[config.mk]
export PLATFORM = sky130hd
export DESIGN_NAME = irq_enable_ctrl
export DESIGN_NICKNAME = d
export VERILOG_FILES = /design/src/rtl/irq_ctrl_pkg.sv /design/src/rtl/irq_nmi_latch.sv /design/src/rtl/irq_flag_core.sv /design/src/rtl/irq_accept_arb.sv /design/src/rtl/irq_enable_ctrl.sv
export SDC_FILE = /design/constraint.sdc
export NUM_CORES = 1
export LEC_CHECK = 0
export ABC_AREA = 0
export BUFFER_PORTS_ARGS = -buffer_cell sky130_fd_sc_hd__buf_2
export CAP_MARGIN = 20
export CORE_AREA = 2 2 39 41
export CTS_BUF_LIST = sky130_fd_sc_hd__clkbuf_4
export DETAILED_ROUTE_END_ITERATION = 8
export DIE_AREA = 0 0 41 43
export GPL_TIMING_DRIVEN = 0
export PLACE_DENSITY_LB_ADDON = 0.25
export SLEW_MARGIN = 20
export SYNTH_ARGS = -nofsm -noshare
export SYNTH_HDL_FRONTEND = slang
export SYNTH_SLANG_ARGS = --single-unit
[constraint.sdc]
create_clock -name clk -period 1.94 [get_ports clk]
set_input_delay 0.097 -clock clk [delete_from_list [all_inputs] [get_ports clk]]
set_output_delay 0.097 -clock clk [all_outputs]
set_load 0.005 [all_outputs]
[src/rtl/irq_ctrl_pkg.sv]
package irq_ctrl_pkg;

    typedef enum logic [1:0] {
        OP_NONE    = 2'd0,
        OP_ENABLE  = 2'd1,
        OP_DISABLE = 2'd2,
        OP_RESTORE = 2'd3
    } op_kind_t;

    typedef struct packed {
        logic live;
        logic saved;
        logic mark;
    } flag_state_t;

    typedef struct packed {
        logic prev;
        logic pend;
    } nmi_state_t;

    typedef struct packed {
        logic nmi_ack;
        logic int_ack;
    } ack_state_t;

    // Disable dominates, then enable, then restore; nothing without a strobe.
    function automatic op_kind_t decode_op(input logic done, input logic ei,
                                           input logic di, input logic retn);
        op_kind_t k;
        k = OP_NONE;
        if (done) begin
            if (di)        k = OP_DISABLE;
            else if (ei)   k = OP_ENABLE;
            else if (retn) k = OP_RESTORE;
        end
        return k;
    endfunction

endpackage

[src/rtl/irq_nmi_latch.sv]
module irq_nmi_latch
    import irq_ctrl_pkg::*;
(
    input  logic clk,
    input  logic rst_n,
    input  logic nmi_req,
    input  logic take_nmi,
    output logic nmi_pend
);
    nmi_state_t st_d, st_q;
    logic       rise;

    always_comb begin
        st_d      = st_q;
        rise      = nmi_req & ~st_q.prev;
        st_d.prev = nmi_req;
        // A new edge in the acceptance cycle re-arms the pending bit.
        st_d.pend = rise | (st_q.pend & ~take_nmi);
    end

    always_ff @(posedge clk or negedge rst_n) begin
        if (!rst_n) st_q <= '0;
        else        st_q <= st_d;
    end

    assign nmi_pend = st_q.pend;
endmodule

[src/rtl/irq_flag_core.sv]
module irq_flag_core
    import irq_ctrl_pkg::*;
(
    input  logic     clk,
    input  logic     rst_n,
    input  logic     instr_done,
    input  op_kind_t op,
    input  logic     take_nmi,
    input  logic     take_int,
    output logic     live_eff,
    output logic     mark_next,
    output logic     live_q,
    output logic     saved_q
);
    flag_state_t st_d, st_q;
    logic        saved_eff;

    // Flag values once the completing instruction has acted.
    always_comb begin
        live_eff  = st_q.live;
        saved_eff = st_q.saved;
        unique case (op)
            OP_ENABLE:  begin live_eff = 1'b1;     saved_eff = 1'b1; end
            OP_DISABLE: begin live_eff = 1'b0;     saved_eff = 1'b0; end
            OP_RESTORE: begin live_eff = st_q.saved;                 end
            default:    begin                                        end
        endcase
        mark_next = instr_done ? (op == OP_ENABLE) : st_q.mark;
    end

    always_comb begin
        st_d      = st_q;
        st_d.mark = mark_next;
        if (instr_done) begin
            if (take_nmi) begin
                st_d.saved = live_eff;
                st_d.live  = 1'b0;
            end else if (take_int) begin
                st_d.saved = 1'b0;
                st_d.live  = 1'b0;
            end else begin
                st_d.saved = saved_eff;
                st_d.live  = live_eff;
            end
        end
    end

    always_ff @(posedge clk or negedge rst_n) begin
        if (!rst_n) st_q <= '0;
        else        st_q <= st_d;
    end

    assign live_q  = st_q.live;
    assign saved_q = st_q.saved;
endmodule

[src/rtl/irq_accept_arb.sv]
module irq_accept_arb
    import irq_ctrl_pkg::*;
(
    input  logic clk,
    input  logic rst_n,
    input  logic instr_done,
    input  logic nmi_pend,
    input  logic int_req,
    input  logic live_eff,
    input  logic mark_next,
    output logic take_nmi,
    output logic take_int,
    output logic nmi_ack,
    output logic int_ack
);
    ack_state_t st_d, st_q;

    always_comb begin
        take_nmi = instr_done & nmi_pend;
        // Maskable path: enabled, not in the enable shadow, no NMI this boundary.
        take_int = instr_done & int_req & live_eff & ~mark_next & ~take_nmi;
        st_d.nmi_ack = take_nmi;
        st_d.int_ack = take_int;
    end

    always_ff @(posedge clk or negedge rst_n) begin
        if (!rst_n) st_q <= '0;
        else        st_q <= st_d;
    end

    assign nmi_ack = st_q.nmi_ack;
    assign int_ack = st_q.int_ack;
endmodule

[src/rtl/irq_enable_ctrl.sv]
module irq_enable_ctrl
    import irq_ctrl_pkg::*;
(
    input  logic clk,
    input  logic rst_n,
    input  logic instr_done,
    input  logic op_ei,
    input  logic op_di,
    input  logic op_retn,
    input  logic nmi_req,
    input  logic int_req,
    output logic nmi_ack,
    output logic int_ack,
    output logic ief_live,
    output logic ief_saved
);
    op_kind_t op;
    logic     nmi_pend;
    logic     take_nmi;
    logic     take_int;
    logic     live_eff;
    logic     mark_next;

    assign op = decode_op(instr_done, op_ei, op_di, op_retn);

    irq_nmi_latch u_nmi (
        .clk      (clk),
        .rst_n    (rst_n),
        .nmi_req  (nmi_req),
        .take_nmi (take_nmi),
        .nmi_pend (nmi_pend)
    );

    irq_flag_core u_flags (
        .clk        (clk),
        .rst_n      (rst_n),
        .instr_done (instr_done),
        .op         (op),
        .take_nmi   (take_nmi),
        .take_int   (take_int),
        .live_eff   (live_eff),
        .mark_next  (mark_next),
        .live_q     (ief_live),
        .saved_q    (ief_saved)
    );

    irq_accept_arb u_arb (
        .clk        (clk),
        .rst_n      (rst_n),
        .instr_done (instr_done),
        .nmi_pend   (nmi_pend),
        .int_req    (int_req),
        .live_eff   (live_eff),
        .mark_next  (mark_next),
        .take_nmi   (take_nmi),
        .take_int   (take_int),
        .nmi_ack    (nmi_ack),
        .int_ack    (int_ack)
    );
endmodule

-- After elaboration in Yosys (flattened, before gate mapping)
Index checks and enable logic that the tools add are counted.
- equality and inequality tests: 3
- muxes and demuxes: 9
- bitwise logic cells: 11
- reduce and logical (&&, ||, !) cells: 2
- operator list (kind ; count):
    $mux W2 ; 6
    $and A1 B1 Y1 ; 7
    $eq A2 B2 Y1 const B ; 2
    $reduce_bool A4 Y1 ; 1
    $not A1 Y1 ; 3
    $pmux W1 S3 ; 1
    $eq A2 B1 Y1 const B ; 1
    $pmux W1 S2 ; 1
    $reduce_and A2 Y1 ; 1
    $mux W1 ; 1
    $or A1 B1 Y1 ; 1
- flip-flop bits (word level): 7
- bits of input ports: 8
- logic and storage cells: 32

-- Longest topological paths before layout
Gate-level depths: netlist (run 1).
- depth in word-level cells: 11
- mapped depth: 3

-- Hierarchy
A second synthesis (run 1) with hierarchy kept.
- cell total of the unflattened synthesis: 37
- area total of the unflattened synthesis: 377.9 um2
- by module, submodules not included (module ; times used ; cells each ; area each (um2) ; sequential area each (um2)):
    irq_flag_core ; 1 ; 23 ; 214.0 ; 75.1
    irq_nmi_latch ; 1 ; 5 ; 70.1 ; 50.0
    irq_accept_arb ; 1 ; 5 ; 68.8 ; 50.0
    irq_enable_ctrl ; 1 ; 4 ; 25.0 ; 0.0

-- Least setup slack after synthesis (run 1)
OpenSTA, ideal clock, no wires.
- path kind: flip-flop to flip-flop
- from: reg u_flags.st_q, in the netlist u_flags.saved_q
- to: reg u_flags.st_q, in the netlist u_flags.saved_q
- setup time: 0.136 ns
- arrival time: 0.902 ns
- slack: 0.902 ns
- cell stages (with the launch flop): 4
- path buffers: 0
- clock period less this slack: 1.038 ns
- cells stage by stage: dfrtp_1 > mux2i_2 > mux2i_1 > a211oi_2
- cells in the longest elaborated chain, start to end: 6
- ends and longest elaborated chain (element ; RTL line ; text):
    from (decl) ; irq_flag_core.sv:15 ; flag_state_t st_d, st_q;
    from (signal assigned) ; irq_flag_core.sv:50 ; else st_q <= st_d;
    $pmux W1 S3 * ; irq_flag_core.sv:22 ; unique case (op)
    $and A1 B1 Y1 (3 in series) ; irq_accept_arb.sv:21 ; take_int = instr_done & int_req & live_eff & ~mark_next & ~take_nmi;
    $reduce_bool A4 Y1 (no line) / $mux W2 (equally long branches) ; - ;
    $reduce_and A2 Y1 (no line) / $mux W2 (equally long branches) ; - ;
Every way passes the cells marked *; elsewhere a longest branch is shown, timed or not.
A chain may end at the register's enable or synchronous reset.

-- Final worst setup path (run 1)
Same ends and word-level chain as after synthesis.

==> metrics.txt, run 1 <==
share of cells above drive strength 1 0.4750; DP HPWL 507.2 um; crit end category register; post-route clock period utilization 0.5739; Post-Syn Area per Cell 11.73 um2; number of fill cells 148; Inserted Diodes 0; cts bufs inserted 3; Core ar. 0.001384 mm2; Hold WS 0.1197 ns; worst-path fanout max 4; drt pass-1 iters 4; Worst-path clk slew around 0.050 ns; Pwr Density 805.6 mW/mm2; die span in y ~43 um; routed vias 253; placed standard-cell area 356.6 um2; FMAX 898.1 MHz; Yosys reg bits 6; first-pass GRT wire length ~1100 um; via/cell ratio 4.518; RSZ-0062 raised after global routing false; Final Total Pwr 321.5 uW; postcts setup bufs 0; post-CTS resize count 0; status complete, no violations; H-tree depth 1; CTS hold repair buffers 2; Gate Count Post-Synth 24; vias in the first global route 263; WS Path Type register to register; die area 0.001763 mm2; nets 50; antenna viol nets, final 0; max_cap viols 0; Max Root-Sink Buffers 2; max-slew violation count 0; die width 41 um; Residual DRC 0; Seq/Total Area, Yosys 0.5333; Routed WL between 600 and 700 um; leak pwr 0.2046 nW; HP Class primary input to register; initial core utilization 0.2034; Starting DRT DRC Count 5; fin crit period 1.113 ns; std cell rows 14; Skew-Pair Late Insertion Delay 0.26 ns; WL/cell 11.63 um; Design Area, Final 399.1 um2; Cells after DPL 51; commonest non-fill, non-tap cells in the layout buf_2 (11), dfrtp_1 (6), clkbuf_4 (3); final std cells w/o fill 56; Port Buffer Count 11; Critical Path AT 1.24 ns; Max VDD drop 194.9 uV; Unique masters post-synth 17; Relative slew margins 0.7828; setup-violating endpoint count in the final report 0; Cell Area, Synth 281.5 um2; Synth warnings 0; GRT Total Usage 0.09980; gr ovfl total 0; CP Data Required Time 2.07 ns; setup tns final 0 ns; Hold Fails Final Rpt 0; largest net degree at the start of global routing 8; Placer Congestion between 0.7 and 0.8; area growth from synthesis to layout 41.78%; most common cell after layout, fill and taps aside buf_2; clk sink count 6; initial antenna violation count 0; Top Ports 12; Mapped Nets 32; CTS tree done; Worst-Margin Slew between 0.3 and 0.4 ns; Worst Clk Skew 0.007167 ns; Worst setup SP type register; Root Buffer clkbuf_4
## where the power goes
part | internal (mW) | total, mW | leakage (nW) | switching (mW)
logic | 0.0284 | 0.0523 | 0.114 | 0.0239
clock network | 0.0707 | 0.126 | 0.0138 | 0.0551
registers | 0.135 | 0.143 | 0.0764 | 0.00856
total | 0.234 | 0.322 | 0.205 | 0.0875
## per-stage QoR
stage / util / setup slack, ns
5_1_grt: 0.2884 / 0.7461
4_1_cts: 0.2884 / 0.8207
6_report: 0.2884 / 0.8266
3_5_place_dp: 0.2577 / 0.8399
2_1_floorplan: - / 0.9025
3_3_place_gp: 0.2577 / 0.8561
## metal layers
layer	vias to the layer above	global-route usage	wire, um
met4	0	0.1400	42
met3	5	0.03141	40
li1	119	-	-
met1	121	0.08143	231
met2	8	0.1469	336
met5	-	0	0
## kinds of logic (layout without fill, tap and decap cells)
group,count (synthesis),after routing,synth area share
AOI/OAI and AO/OA,5,5,0.1422
buffers and inverters,2,18,0.02668
DFF,6,6,0.5333
muxes,2,2,0.08443
and+or+nand+nor,9,9,0.2133
## cell usage after synthesis, drive strengths merged
cell type,n,share of area
o22ai,1,0.022
nand2b,1,0.022
nor2,1,0.013
o21ai,1,0.018
inv,2,0.027
mux2i,2,0.084
and2,1,0.022
o21bai,1,0.027
nand2,1,0.013
and4b,1,0.040
dfrtp,6,0.53
and3b,1,0.036
nor2b,2,0.044
a211oi,1,0.044
a31o,1,0.031
nor4,1,0.022
## cell type report
type	instances	area (um2)	area share
Sequential cell	6	150.1	0.3762
Inverter	2	7.507	0.01881
Clock buffer	3	22.52	0.05643
Multi-Input combinational cell	16	123.9	0.3103
Timing Repair Buffer	13	75.07	0.1881
Tap cell	16	20.02	0.05016
## path summary, 6_finish.rpt
kind,start,to,slack (ns),cells after the start
worst min register to register,u_nmi.st_q[1]$_DFF_PN0_,u_nmi.nmi_pend$_DFF_PN0_,0.41,1
max in group asynchronous,rst_n,u_nmi.st_q[1]$_DFF_PN0_,1.60,2
worst max-delay path,u_flags.saved_q$_DFFE_PN0P_,u_flags.saved_q$_DFFE_PN0P_,0.83,3
worst min-delay path,instr_done,u_nmi.nmi_pend$_DFF_PN0_,0.12,2
worst max register to register,u_flags.saved_q$_DFFE_PN0P_,u_flags.saved_q$_DFFE_PN0P_,0.83,3
min in group asynchronous,rst_n,u_flags.saved_q$_DFFE_PN0P_,0.19,2
## flip-flops by register name, summed over array words and instances, names as in the netlist
register	cells
u_nmi.nmi_pend	1
u_nmi.st_q	1
u_flags.saved_q	1
u_arb.nmi_ack	1
u_flags.live_q	1
u_arb.int_ack	1
## worst max-delay path: stages (launching register included)
cell and delay, ns:
dfrtp_1 0.42, mux2i_2 0.23, mux2i_1 0.25, a211oi_2 0.09
(Power assumes the default switching activity.)
==> run 2, diff against run 1 <==
==> constraint.sdc (replaced) <==
create_clock -name clk -period 1 [get_ports clk]
set_input_delay 0.05 -clock clk [delete_from_list [all_inputs] [get_ports clk]]
set_output_delay 0.05 -clock clk [all_outputs]
set_load 0.005 [all_outputs]
==> metrics.txt, run 2 (synthesized netlist as in run 1, its figures left out) <==
initial antenna violation count 0 (unchanged); GRT Total Usage 0.08595 (-0.01385); vias in the first global route 240 (-8.7%); HP Class primary input to register; Gate power share 0.183 (+0.020); routed vias 252 (-0.40%); Worst setup SP type register; max_cap viols 0 (unchanged); die span in y 43 um (unchanged); flop-to-flop setup slack -0.09 ns (-0.92 ns); largest net degree at the start of global routing 8 (unchanged); Skew-Pair Late Insertion Delay 0.24 ns (-0.02 ns); max-slew violation count 0 (unchanged); Pwr Density 1483 mW/mm2 (+84%); Worst-Margin Slew 0.3184 ns (-0.004501 ns); Clock Power Share 0.356 (-0.035); fin crit period 1.091 ns (-0.02222 ns); nets 51 (+2.0%); Reg2Reg Depth 3 (unchanged); Reg power frac 0.461 (+0.015); post-CTS resize count 0 (unchanged); Core ar. 0.001384 mm2 (unchanged); final worst setup slack -0.09122 ns (-0.9178 ns); CP Data Required Time 1.11 ns (-0.96 ns); Residual DRC 0 (unchanged); share of cells above drive strength 1 0.4878 (+0.01280); crit end category register; cts bufs inserted 3 (unchanged); via/cell ratio 4.421 (-2.1%); Root Buffer clkbuf_4; worst-path fanout max 4 (unchanged); Worst Clk Skew 0.004998 ns (-0.002169 ns); Final Total Pwr 603.0 uW (+88%); H-tree depth 1 (unchanged); WL/cell 10.14 um (-13%); Relative slew margins 0.7858 (+0.003029); Max Root-Sink Buffers 2 (unchanged); reg2reg end u_flags.saved_q$_DFFE_PN0P_; Hold Fails Final Rpt 0 (unchanged); FMAX 916.4 MHz (+2.0%); worst hold start instr_done; internal power 460.3 uW (+97%); std cell rows 14 (unchanged); die area 0.001763 mm2 (unchanged); failing checks setup timing; CP Launch Point u_flags.live_q$_DFFE_PN0P_; antenna viol nets, final 0 (unchanged); DP HPWL 479.3 um (-5.5%); leak pwr 0.2096 nW (+2.4%); commonest non-fill, non-tap cells in the layout buf_2 (11), dfrtp_1 (6), clkbuf_4 (3); clk sink count 6 (unchanged); Routed WL 578 um (-11%); initial core utilization 0.2034 (unchanged); Critical Path AT 1.20 ns (-0.04 ns); Max VDD drop 425.5 uV (+120%); CTS tree done; number of fill cells 149 (+0.68%); area growth from synthesis to layout 44.44%; Finished Core Util 0.2939 (+0.005425); switching pwr 142.7 uW (+63%); most common cell after layout, fill and taps aside buf_2; Worst-path clk slew 0.05 ns (about the same); Starting DRT DRC Count 2 (-3); first-pass GRT wire length 897 um (-15%); Placer Congestion 0.6937 (-7.2%); Top Ports 12 (unchanged); RSZ-0062 raised after global routing true; status finished, violations left; Port Buffer Count 11 (unchanged); post-route clock period utilization 1.091 (+0.5173); Inserted Diodes 0 (unchanged); crit path capture u_flags.saved_q$_DFFE_PN0P_; die width 41 um (unchanged); setup-violating endpoint count in the final report 3 (+3); Switching Share 0.2367 (-0.03559); drt pass-1 iters 3 (-1); WS Path Type register to register; Critical R2R Launch u_flags.live_q$_DFFE_PN0P_; gr ovfl total 0 (unchanged)
[run 2: cell types whose count changed in the layout (fill, tap and decap cells not counted), sizes merged]
cell	change
buf	+1
[run 2: layer usage]
layer | global-route usage | up-vias | routed length, um
li1 | - | 122 | -
met1 | 0.07566 | 122 | 229
met2 | 0.1188 | 8 | 308
met3 | 0.06283 | 0 | 41
met4 | 0.08000 | 0 | 0
met5 | 0 | - | 0
[run 2: worst min path at each step]
stage / to / cells after the start
6_report: u_nmi.nmi_pend$_DFF_PN0_ / 2
5_1_grt: u_nmi.nmi_pend$_DFF_PN0_ / 2
4_1_cts: u_nmi.nmi_pend$_DFF_PN0_ / 2
3_5_place_dp: u_flags.live_q$_DFFE_PN0P_ / 1
3_3_place_gp: u_flags.live_q$_DFFE_PN0P_ / 1
2_1_floorplan: u_arb.int_ack$_DFF_PN0_ / 0
[run 2: power by group through the flow]
| stage | clock network [mW] | registers [mW] | logic, mW |
|---|---|---|---|
| finish | 0.215 | 0.278 | 0.111 |
| detailed placement | 0 | 0.282 | 0.0966 |
| floorplan | 0 | 0.281 | 0.0505 |
| global placement | 0 | 0.281 | 0.0933 |
| CTS | 0.230 | 0.279 | 0.102 |
| global route | 0.249 | 0.280 | 0.121 |
[run 2: timing repair]
action / CTS / global route
endpoints found under the setup margin: 3 / 3
gates cloned: 0 / 0
endpoints found under the hold margin: 7 / 0
pin swaps: 2 / 2
buffers inserted: 0 / 1
hold buffers: 2 / 0
[run 2: per-stage QoR]
step	setup TNS, ns	hold slack (ns)	area [um2]	std cells	setup slack [ns]
after floorplan	-0.03300	-0.2456	281.5	24	-0.03300
after global placement	-0.07299	-0.1193	356.6	51	-0.05550
after detailed placement	-0.1553	-0.1172	356.6	51	-0.09109
after CTS	-0.1583	0.08399	399.1	56	-0.09580
after global routing	-0.2606	0.1012	406.6	57	-0.1251
final	-0.1730	0.09336	406.6	57	-0.09122
[run 2: critical path, stage by stage, from the launching register on]
cell      delay (ns)
dfrtp_1         0.41
mux2i_2         0.23
mux2i_1         0.24
a211oi_2        0.08
[run 2: cell type report]
cell class                      instances  area [um2]  area share
Inverter                                2       7.507     0.01846
Timing Repair Buffer                   14       82.58      0.2031
Multi-Input combinational cell         16       123.9      0.3046
Sequential cell                         6       150.1      0.3692
Clock buffer                            3       22.52     0.05538
Tap cell                               16       20.02     0.04923
